[src/rtl/bcd_predet_counter.sv]
module bcd_predet_counter #(
  parameter int DIGITS    = 6,
  parameter int PULSE_CYC = 2,
  parameter int DIV_LO    = 5,
  parameter int DIV_HI    = 6
) (
  input  logic                  clk,
  input  logic                  rst_n,
  input  logic                  cnt_in,
  input  logic                  dir_up,
  input  logic [1:0]            div_sel,
  input  logic                  clr,
  input  logic                  load,
  input  logic                  hold_at_match,
  input  logic                  hold_at_zero,
  input  logic [4*DIGITS-1:0]   preset_val,
  input  logic [4*DIGITS-1:0]   presig_val,
  input  logic [4*DIGITS-1:0]   main_val,
  output logic [4*DIGITS-1:0]   count_bcd,
  output logic                  presig_out,
  output logic                  main_out,
  output logic                  zero_out
);
  localparam int W    = 4 * DIGITS;
  localparam int DMAX = (DIV_HI > DIV_LO) ? DIV_HI : DIV_LO;
  localparam int PW   = $clog2(DMAX + 1);
  localparam int TW   = $clog2(PULSE_CYC + 1);

  function automatic logic [W-1:0] bcd_step(input logic [W-1:0] v, input logic up);
    logic [W-1:0] r;
    logic         c;
    logic [3:0]   d;
    r = v;
    c = 1'b1;
    for (int i = 0; i < DIGITS; i++) begin
      d = v[4*i +: 4];
      if (c) begin
        if (up) begin
          if (d == 4'd9) r[4*i +: 4] = 4'd0;
          else begin r[4*i +: 4] = d + 4'd1; c = 1'b0; end
        end else begin
          if (d == 4'd0) r[4*i +: 4] = 4'd9;
          else begin r[4*i +: 4] = d - 4'd1; c = 1'b0; end
        end
      end
    end
    return r;
  endfunction

  logic [2:0]    sync_q;
  logic [PW-1:0] pre_q;
  logic [PW-1:0] div_n;
  logic [W-1:0]  cnt_q;
  logic [W-1:0]  nxt;
  logic [TW-1:0] tmr_q;
  logic          pend_up_q;
  logic          presig_q;
  logic          main_q;

  wire rise    = sync_q[1] & ~sync_q[2];
  wire last    = (pre_q >= div_n - PW'(1));
  wire step    = rise & last;
  wire busy    = (tmr_q != '0);
  wire expire  = (tmr_q == TW'(1));
  wire go      = step & ~busy;
  wire auto_up = go &  dir_up & ~hold_at_match & (nxt == main_val);
  wire auto_dn = go & ~dir_up & ~hold_at_zero  & (nxt == '0);

  always_comb begin
    case (div_sel)
      2'b00:   div_n = PW'(DIV_LO);
      2'b10:   div_n = PW'(DIV_HI);
      default: div_n = PW'(1);
    endcase
  end

  assign nxt = bcd_step(cnt_q, dir_up);

  always_ff @(posedge clk or negedge rst_n) begin
    if (!rst_n) sync_q <= '0;
    else        sync_q <= {sync_q[1:0], cnt_in};
  end

  always_ff @(posedge clk or negedge rst_n) begin
    if (!rst_n)    pre_q <= '0;
    else if (clr)  pre_q <= '0;
    else if (rise) pre_q <= last ? '0 : pre_q + PW'(1);
  end

  always_ff @(posedge clk or negedge rst_n) begin
    if (!rst_n) begin
      cnt_q     <= '0;
      tmr_q     <= '0;
      pend_up_q <= 1'b0;
      presig_q  <= 1'b0;
      main_q    <= 1'b0;
    end else if (clr) begin
      cnt_q    <= '0;
      tmr_q    <= '0;
      presig_q <= 1'b0;
      main_q   <= 1'b0;
    end else if (load) begin
      cnt_q    <= preset_val;
      tmr_q    <= '0;
      presig_q <= 1'b0;
    end else if (busy) begin
      tmr_q <= tmr_q - TW'(1);
      if (expire) begin
        if (pend_up_q) begin
          cnt_q  <= '0;
          main_q <= 1'b0;
        end else begin
          cnt_q <= preset_val;
        end
      end
    end else if (go) begin
      cnt_q    <= nxt;
      presig_q <= (nxt == presig_val);
      main_q   <= (nxt == main_val);
      if (auto_up | auto_dn) begin
        tmr_q     <= TW'(PULSE_CYC);
        pend_up_q <= auto_up;
      end
    end
  end

  assign count_bcd  = cnt_q;
  assign presig_out = presig_q;
  assign main_out   = main_q;
  assign zero_out   = (cnt_q == '0);


  clr_clears_chk: assert property (@(posedge clk) disable iff (!rst_n)
    clr |=> (count_bcd == '0 && !presig_out && !main_out));

  idle_hold_chk: assert property (@(posedge clk) disable iff (!rst_n)
    (!rise && !clr && !load && !busy) |=> $stable(count_bcd));

  presig_match_chk: assert property (@(posedge clk) disable iff (!rst_n)
    $rose(presig_out) |-> (count_bcd == $past(presig_val)));

  main_match_chk: assert property (@(posedge clk) disable iff (!rst_n)
    $rose(main_out) |-> (count_bcd == $past(main_val)));

  auto_clear_chk: assert property (@(posedge clk) disable iff (!rst_n)
    (expire && pend_up_q && !clr && !load) |=> (count_bcd == '0 && !main_out));

  auto_reload_chk: assert property (@(posedge clk) disable iff (!rst_n)
    (expire && !pend_up_q && !clr && !load) |=> (count_bcd == $past(preset_val)));

  pend_hold_chk: assert property (@(posedge clk) disable iff (!rst_n)
    (busy && !expire && !clr && !load) |=> $stable(count_bcd));
endmodule

[config.mk]
export PLATFORM = sky130hd
export DESIGN_NAME = bcd_predet_counter
export DESIGN_NICKNAME = d
export VERILOG_FILES = /design/src/rtl/bcd_predet_counter.sv
export SDC_FILE = /design/constraint.sdc
export NUM_CORES = 1
export LEC_CHECK = 0
export ABC_AREA = 1
export BUFFER_PORTS_ARGS = -buffer_cell sky130_fd_sc_hd__buf_2
export CORE_ASPECT_RATIO = 0.75
export CORE_MARGIN = 1.5
export CORE_UTILIZATION = 45
export CTS_BUF_LIST = sky130_fd_sc_hd__clkbuf_16
export CTS_CLUSTER_DIAMETER = 200
export DETAILED_ROUTE_END_ITERATION = 6
export HOLD_SLACK_MARGIN = 0.03
export PLACE_DENSITY = 0.85
export REMOVE_ABC_BUFFERS = 1
export SYNTH_ARGS = -nofsm -noshare
export SYNTH_HDL_FRONTEND = slang
export SYNTH_SLANG_ARGS = --single-unit
[constraint.sdc]
create_clock -name clk -period 2.2 [get_ports clk]
set_clock_uncertainty 0.05 [all_clocks]
set_input_delay 0.33 -clock clk [delete_from_list [all_inputs] [get_ports clk]]
set_output_delay 0.33 -clock clk [all_outputs]
set_load 0.02 [all_outputs]
# [After elaboration in Yosys (flattened, before gate mapping)]
# Index checks and enable logic that the tools add are counted.
[totals] ff_bits=35 latchBits=0 ramBits=0 rom_bits=0 inputBits=82 output_inout_bits=27 wordCells=142 n_memories=0
[op_classes] add_sub_neg=15 n_mul=0 div_mod_pow=0 magnitude_cmp=1 n_eq_ne=15 n_shift=0 mux=67 n_bitwise=17 n_reduce_logical=20
[op_table] cell="24-bit 2-to-1 mux" n=6
[op_table] cell="4-bit 2-to-1 mux" n=23
[op_table] cell="24-bit equality test" n=2
[op_table] cell="24-bit zero test" n=2
[op_table] cell="1-bit 2-to-1 mux" n=29
[op_table] cell="4-bit by 1-bit adder with 4-bit output, second input constant" n=6
[op_table] cell="4-bit equality test, second input constant" n=6
[op_table] cell="4-bit zero test" n=6
[op_table] cell="4-bit by 1-bit subtractor with 4-bit output, second input constant" n=6
[op_table] cell="2-bit 2-to-1 mux" n=5
[op_table] cell="1-bit AND" n=9
[op_table] cell="3-bit 2-to-1 mux" n=3
[op_table] cell="4-bit nonzero test" n=2
[op_table] cell="1-bit NOT" n=7
[op_table] cell="3-bit != test, second input constant" n=2
[op_table] cell="3-bit case mux with 2 select lines" n=1
[op_table] cell="2-bit AND reduction" n=3
[op_table] cell="3-bit nonzero test" n=2
[op_table] cell="5-bit AND reduction" n=1
[op_table] cell="4-bit by 3-bit != test with 1-bit output, second input constant" n=1
[op_table] cell="4-bit AND reduction" n=1
[op_table] cell="2-bit nonzero test" n=2
[op_table] cell="3-bit by 1-bit adder with 3-bit output, second input constant" n=1
[op_table] cell="3-bit >= comparator" n=1
[op_table] cell="other kinds (8)" n=8

# [Logic depth before layout (Yosys ltp)]
# Gate-level depths: netlist of run 1.
[depth] ltp_word=16 depth_mapped=21 depth_no_buf=20

# [Worst setup path after synthesis of run 1]
# No wires, ideal clock.
[synth_timing] path_type="flip-flop to flip-flop" start="register cnt_q[0], in the netlist count_bcd[0]" end="register tmr_q[0]" setup_time_ns=0.116 arrival_ns=2.140 t_required_ns=2.034 setup_slack_ns=-0.106 stages_incl_launch_ff=18 path_buffers=2 period_less_slack_ns=2.306 path_cell_list="dfrtp_1 > buf_6 > nor2_4 > nand2_2 > nand2_4 > nand2_4 > nor2_8 > buf_6 > nand2_1 > nand2_1 > xor2_1 > nand2_1 > nor2_1 > nand2_1 > nor2_1 > nand3_1 > nand3_1 > nand2_1"
[synth_via] elab_chain_len=13 elab_cells_between_ends=26 classes_between="2 x add/sub; 2 x eq/ne; 15 x mux; 3 x bitwise; 4 x reduce/logical"
[synth_lines] item="start, declared" line_no="53" text="logic [W-1:0] cnt_q;"
[synth_lines] item="start signal, assigned" line_no="103" text="cnt_q <= preset_val;"
[synth_lines] item="start signal, assigned" line_no="113" text="cnt_q <= preset_val;"
[synth_lines] item="start signal, assigned" line_no="117" text="cnt_q <= nxt;"
[synth_lines] item="4-bit equality test or 4-bit zero test (tied branches)" line_no="39, 42"
[synth_lines] item="1-bit 2-to-1 mux, on equally long branches" line_no="39, 42"
[synth_lines] item="1-bit 2-to-1 mux" line_no="38" text="if (up) begin"
[synth_lines] item="1-bit 2-to-1 mux (4 in series)" line_no="37" text="if (c) begin"
[synth_lines] item="4-bit 2-to-1 mux" line_no="37"
[synth_lines] item="24-bit equality test or 24-bit zero test (tied branches)" line_no="66, 67"
[synth_lines] item="1-bit AND, on equally long branches" line_no="66, 67"
[synth_lines] item="1-bit OR (*)" line_no="120" text="if (auto_up | auto_dn) begin"
[synth_lines] item="4-bit nonzero test (no line) (*)"
[synth_lines] item="2-bit AND reduction (no line) (*)"
[synth_lines] item="end signal, assigned" line_no="107" text="tmr_q <= tmr_q - TW'(1);"
[synth_lines] item="end signal, assigned" line_no="121" text="tmr_q <= TW'(PULSE_CYC);"
[synth_lines] item="end, declared" line_no="55" text="logic [TW-1:0] tmr_q;"
# Mark *: on every way between the ends. The rest lies on a longest branch, timed or not.
# A chain may end at the register's enable or synchronous reset.

# [Final worst setup path of run 1]
[layout_timing] start="register cnt_q[6], in the netlist count_bcd[6]" end="register main_q, in the netlist main_out"
[layout_via] elab_chain_len=13 elab_cells_between_ends=24 classes_between="2 x add/sub; 2 x eq/ne; 19 x mux; 1 x reduce/logical"
[layout_lines] item="4-bit equality test or 4-bit zero test (tied branches)" line_no="39, 42"
[layout_lines] item="1-bit 2-to-1 mux, on equally long branches" line_no="39, 42"
[layout_lines] item="1-bit 2-to-1 mux" line_no="38"
[layout_lines] item="1-bit 2-to-1 mux (4 in series)" line_no="37"
[layout_lines] item="4-bit 2-to-1 mux" line_no="37"
[layout_lines] item="24-bit equality test (*)" line_no="119" text="main_q <= (nxt == main_val);"
[layout_lines] item="1-bit 2-to-1 mux (*)" line_no="116" text="end else if (go) begin"
[layout_lines] item="1-bit 2-to-1 mux (*)" line_no="106" text="end else if (busy) begin"
[layout_lines] item="1-bit 2-to-1 mux (*)" line_no="102" text="end else if (load) begin"
[layout_lines] item="1-bit 2-to-1 mux (*)" line_no="97" text="end else if (clr) begin"
[layout_lines] item="end signal, assigned" line_no="119"
[layout_lines] item="end, declared" line_no="58" text="logic main_q;"
# Mark *: on every way between the ends. The rest lies on a longest branch, timed or not. The select of a mux whose other input is x is not followed.

==> results.md, run 1 <==
* Status: complete, but fails checks
* Failing checks: setup timing
* CORE AREA at 8530 sq um
* Power Density at 598 nW/um^2
* Worst r2r src: count_bcd[6]
* Layout cells sized above 1 at 0.387
* Async S/R FF share, synth at 1.00
* Maxcap violations at 0
* Switch share at 0.435
* Clock Tree Buf Depth at 2
* HP Start: cnt_in
* R2R Setup Slk at -600 ps
* Die width at 111 um
* DRC at 0
* Leak pwr at 3.48 nW
* Fillers at 592
* Number of cells on the worst hold path at 1
* Crit path kind: register to register
* Most frequent cells in the layout: 231 x nand2_1, 143 x buf_4, 107 x buf_2
* Worst-path clk slew at 70 ps
* Most frequent CP cell: nand2_1
* Hold WC Path Type: input port to register
* Max-slew violation count at 0
* Unrepaired setup endpoints after global routing: yes
* Synthesized area per cell at 5.74 sq um
* H-tree Lvls at 2
* Internal cell power at 0.00213 W
* Initial core utilization at 0.466
* Slew headroom at 0.611
* CP Launch Type: register
* Drt total wl at 19100 um
* Top_reg_cell synth: dfrtp_1
* Largest net degree at the start of global routing at 22
* Antenna violations before repair at 0
* Worst setup EP type: register
* Root buffer cell: clkbuf_16
* CP required at 2330 ps
* IO Pins at 109
* Worst r2r path cells at 17
* Total Power at 0.00378 W
* Clk pwr share at 0.229
* EDFF count, synth at 0
* Gate power share at 0.561
* Setup violators final at 6
* Yosys reg bits at 35
* Fmax achieved at 0.357 GHz
* CP Data Arrival Time at 2930 ps
* Mapped cell area at 3970 sq um
* RR Endpoint: main_out
* Drt first pass iters at 6
* Seq pwr share at 0.210
* Worst-Margin Slew at 584 ps
* Fin worst setup slack at -599 ps
* First-pass GRT wire length at 25700 um
* CTS Sinks at 35
* Die Ht at 84.3 um
* GR Overflow Total at 0
* CTS Buf Count at 5
* Antenna-violating nets left at 0
* WHS Endpoint: sync_q[0]
* Worst IR Drop VDD at 436 uV
* Vias in the first global route at 5518
* Commonest non-fill, non-tap cell in the layout: nand2_1
* Worst-skew pair later-pin latency at 300 ps
* Distinct cells, synth at 42
* Pre-CTS setup slack at -265 ps
* Avg Vias per Cell at 5.91
* Antenna cells at 0
* Post-layout min period at 2800 ps
* Final hold viol count at 0
* Via count at 6250
* Nets at 1038
* # rows at 29
* First-iteration detailed-routing DRC count at 765
* CP Cell Sequence: nor2_1, nand2_2, nand2_2, nand2_4, nor2_8, buf_4, nand4_4, nand2_1, nand2_1, nand2_1, nand2_1, nor2_1, nand2_1, nor2_2, buf_4, nand2_2, o22ai_2
* Post-synthesis sequential area ratio at 0.221
* Period utilisation layout at 1.27
* Crit path max-delay cell type: dfrtp_1
* Cells after Synth at 692
* CTS tree: built
* Final GP Congestion at 1.01
* Die Area at 9400 sq um
* GRT Overall Usage at 0.337
* DR WL/cell at 18.0 um
* Maximum fanout along the worst path at 5
* HPWL Detailed at 11900 um
* PortBufs at 108
* Net Sw Power at 0.00165 W
* Synthesis-to-layout area growth at 59.2%
* Delay of the slowest critical-path stage at 440 ps
* Yosys warns at 0
==> power groups by stage <==
stage	Combinational [W]	Sequential (W)	Clock, W
after floorplan	0.000823	0.000875	0
after global placement	0.00175	0.000785	0
after detailed placement	0.00177	0.000788	0
after CTS	0.00187	0.000780	0.000852
after global routing	0.00226	0.000801	0.000892
final	0.00212	0.000794	0.000867
==> worst max-delay path: cells and delay by family, from the launching register on <==
family	cells	cell delay [ps]
buffers and inverters	2	290
AOI/OAI and AO/OA	1	210
and+or+nand+nor	14	1700
DFF	1	440
==> layer usage <==
layer,share of wire,global-route usage,wire [um]
met3,0.14,0.0736,2720
met2,0.42,0.553,8060
met1,0.35,0.435,6750
met4,0.081,0.131,1550
met5,0,0,0
==> cell type report <==
class,count,area [sq um],share of cell area
clock buffers,5,125,0.0198
clock inverters,3,42.5,0.00673
inverters,80,309,0.0489
multi-input cells,564,3040,0.481
flip-flops and latches,35,880,0.139
well taps,108,135,0.0214
repair buffers,263,1790,0.283
==> timing repair <==
action                     CTS  global route
hold endpoints to repair    19             0
buffers inserted             4            13
setup endpoints to repair    9            23
gates cloned                 1             0
pin swaps                   18            35
gates resized for setup     42            55
hold buffers                 1             0
==> synth_stat cells (all sizes together), types with 7 or more instances <==
master  instances  area [sq um]
inv            79           297
clkbuf          8          30.0
nand2         261          1010
nand3b          7          52.6
o21ai          40           208
ha              7          87.6
or2             8          50.1
nand3          80           418
xnor2           8          70.1
nor2           74           312
dfrtp          35           876
xor2            8          70.1
nand4          11          75.1
a22oi          17           128
a21oi          24           120
==> stage by stage <==
step           setup TNS, ps  hold WS (ps)  utilization  area [sq um]  std cells
3_3_place_gp            -893           281        0.660          5620       1031
6_report               -2720          89.5        0.741          6320       1058
4_1_cts                 -556          92.6        0.706          6020       1045
2_1_floorplan          -7700         -15.6            -          3890        678
5_1_grt                -4720          93.0        0.741          6320       1058
3_5_place_dp           -1270           285        0.660          5620       1031
==> state kept, by name, indices dropped and copies added (netlist names) <==
name	cells
pre_q	3
main_out	1
count_bcd	24
sync_q	3
pend_up_q	1
presig_out	1
tmr_q	2
==> how the worst max path moves through the flow <==
| stage | startpoint | endpoint |
|---|---|---|
| 2_1_floorplan | pre_q[2] | count_bcd[20] |
| 3_5_place_dp | div_sel[0] | presig_out |
| 4_1_cts | count_bcd[1] | tmr_q[0] |
| 6_report | count_bcd[6] | main_out |
| 3_3_place_gp | div_sel[0] | presig_out |
| 5_1_grt | count_bcd[6] | main_out |
==> cells by family after synthesis <==
logic type	synth area share
simple gates	0.493
buf+inv	0.0945
compound gates	0.134
flops	0.221
xor+xnor	0.0353
fa+ha+maj	0.0221
other cells	0.000945
No activity file was read; power rests on OpenSTA's default activity.
==> inputs of run 2 (changes only) <==
--- a/config.mk
+++ b/config.mk
@@ -16,4 +16,5 @@
 export HOLD_SLACK_MARGIN = 0.03
 export PLACE_DENSITY = 0.85
+export RECOVER_POWER = 100
 export REMOVE_ABC_BUFFERS = 1
 export SYNTH_ARGS = -nofsm -noshare
==> constraint.sdc (replaced) <==
create_clock -name clk -period 2.2 [get_ports clk]
set_clock_uncertainty 0.05 [all_clocks]
set_input_delay 0.11 -clock clk [delete_from_list [all_inputs] [get_ports clk]]
set_output_delay 0.11 -clock clk [all_outputs]
set_load 0.02 [all_outputs]
==> results.md, run 2 (synthesized netlist as in run 1, its figures left out) <==
* Status: complete, but fails checks
* Failing checks: setup timing
* Seq pwr share at 0.234
* Placed Area at 5410 sq um
* Synthesis-to-layout area growth at 48.9%
* Vias in the first global route at 5034
* Net Sw Power at 0.00148 W
* Avg Vias per Cell at 5.50
* Antenna violations before repair at 0
* PortBufs at 108
* First-iteration detailed-routing DRC count at 597
* GRT Overall Usage at 0.318
* Initial core utilization at 0.466
* Fmax achieved at 0.402 GHz
* CP required at 2370 ps
* Worst IR Drop VDD at 351 uV
* Die width at 111 um
* Largest net degree at the start of global routing at 36
* GR Overflow Total at 0
* CTS Buf Count at 5
* DR WL/cell at 15.5 um
* Maximum fanout along the worst path at 7
* Via count at 5653
* Max-slew violation count at 0
* Internal cell power at 0.00189 W
* H-tree Lvls at 2
* WP buf/inv at 3
* Setup violators final at 23
* IO Pins at 109
* Worst-skew pair later-pin latency at 290 ps
* HPWL Detailed at 11300 um
* Fillers at 713
* Largest delay contributor family on the critical path: simple AND/OR/NAND/NOR gates
* Nets at 1006
* Worst-path clk slew at 70 ps
* CP Cell Sequence: inv_2, nor2_1, nand2_1, nand2_1, nand2_1, inv_4, nand2_2, nand2_1, nand2_2, buf_4, xnor2_1, nand2_1, nor2_1, nand2_1, nor2_2, nand3_1, nand2_1
* Worst-Margin Slew at 848 ps
* R2R Setup Slk at -290 ps
* Die Ht at 84.3 um
* Leak pwr at 3.21 nW
* Final Non-Filler Cells at 1027
* Pre-CTS setup slack at -316 ps
* Final hold viol count at 0
* Crit path max-delay cell type: dfrtp_1
* CTS Sinks at 35
* Clock Tree Buf Depth at 2
* Commonest non-fill, non-tap cell in the layout: nand2_1
* CP Launch Type: register
* First-pass GRT wire length at 24200 um
* CTS tree: built
* Power Density at 569 nW/um^2
* DRC at 0
* Dpl cells at 1006
* CORE AREA at 8530 sq um
* Worst setup EP type: register
* Final Cell Area at 5910 sq um
* Most frequent CP cell: nand2_1
* Drt first pass iters at 6
* Fin worst setup slack at -290 ps
* Die Area at 9400 sq um
* Final GP Congestion at 1.00
* Total Power at 0.00336 W
* Slew headroom at 0.435
* Gate power share at 0.552
* Maxcap violations at 0
* Layout cells sized above 1 at 0.328
* Delay of the slowest critical-path stage at 400 ps
* Switch share at 0.439
* Largest register FFs at 24
* CP Data Arrival Time at 2660 ps
* Clk pwr share at 0.214
* Post-layout min period at 2490 ps
* Drt total wl at 15900 um
* Hold WC Path Type: input port to register
* Final setup TNS at -2640 ps
* # rows at 29
* Unrepaired setup endpoints after global routing: yes
* Crit path kind: register to register
* Root buffer cell: clkbuf_16
* Period utilisation layout at 1.13
* Most frequent cells in the layout: 230 x nand2_1, 113 x buf_4, 89 x buf_2
* Antenna-violating nets left at 0
==> run 2: cell types whose count changed in the layout (fill, tap and decap cells not counted), sizes merged <==
cell and change:
clkinv +1, dlygate4sd3 +2, diode +1, buf -54, bufinv -1, nor2 -1, clkbuf +21
==> run 2: worst paths after layout <==
kind                          startpoint             to  cells after the start
max in group asynchronous          rst_n   count_bcd[5]                      2
max reg2reg                count_bcd[11]     presig_out                     17
max                        count_bcd[11]     presig_out                     17
min in group asynchronous          rst_n  count_bcd[11]                      2
min                        preset_val[1]   count_bcd[1]                      3
min reg2reg                    sync_q[0]      sync_q[1]                      0
==> run 2: routing by layer <==
metal	track usage	vias to the layer above	wire length [um]
met1	0.441	2502	6510
met3	0.0650	74	1870
li1	-	2694	-
met5	0	-	0
met4	0.104	0	613
met2	0.497	383	6910
==> run 2: worst reg2reg max path, cell delays in order (launching register included) <==
cell and delay [ps]:
dfrtp_1 400, inv_2 50, nor2_1 140, nand2_1 120, nand2_1 70, nand2_1 110
inv_4 150, nand2_2 140, nand2_1 100, nand2_2 90, buf_4 160, xnor2_1 240
nand2_1 120, nor2_1 120, nand2_1 70, nor2_2 120, nand3_1 80, nand2_1 60
==> run 2: area by class of cell <==
| cell class | count | area [sq um] | area share |
|---|---|---|---|
| antenna | 1 | 2.50 | 0.000423 |
| clock buffer | 5 | 125 | 0.0212 |
| clock inverter | 3 | 16.3 | 0.00275 |
| inverter | 80 | 307 | 0.0519 |
| multi-input combinational | 563 | 2970 | 0.503 |
| sequential | 35 | 876 | 0.148 |
| tap | 108 | 135 | 0.0229 |
| timing repair buffer | 232 | 1480 | 0.250 |
==> run 2: timing repair <==
| item | in CTS | in global routing |
|---|---|---|
| endpoints found under the setup margin | 23 | 30 |
| gates resized for setup | 24 | 54 |
| hold buffers | 3 | 0 |
| endpoints found under the hold margin | 37 | 0 |
| setup buffers | 3 | 6 |
| pin swaps | 7 | 14 |
==> run 2: metrics by stage <==
step | hold slack [ps] | utilization
floorplan | -236 | -
global placement | 169 | 0.635
detailed placement | 170 | 0.635
CTS | 68.3 | 0.669
global route | 87.0 | 0.693
finish | 64.0 | 0.693
==> run 2: power groups by stage <==
stage / combinational, W / clock (W) / sequential, W
2_1_floorplan: 0.000823 / 0 / 0.000875
3_3_place_gp: 0.00167 / 0 / 0.000788
3_5_place_dp: 0.00168 / 0 / 0.000791
4_1_cts: 0.00172 / 0.000717 / 0.000781
5_1_grt: 0.00202 / 0.000760 / 0.000795
6_report: 0.00186 / 0.000719 / 0.000788
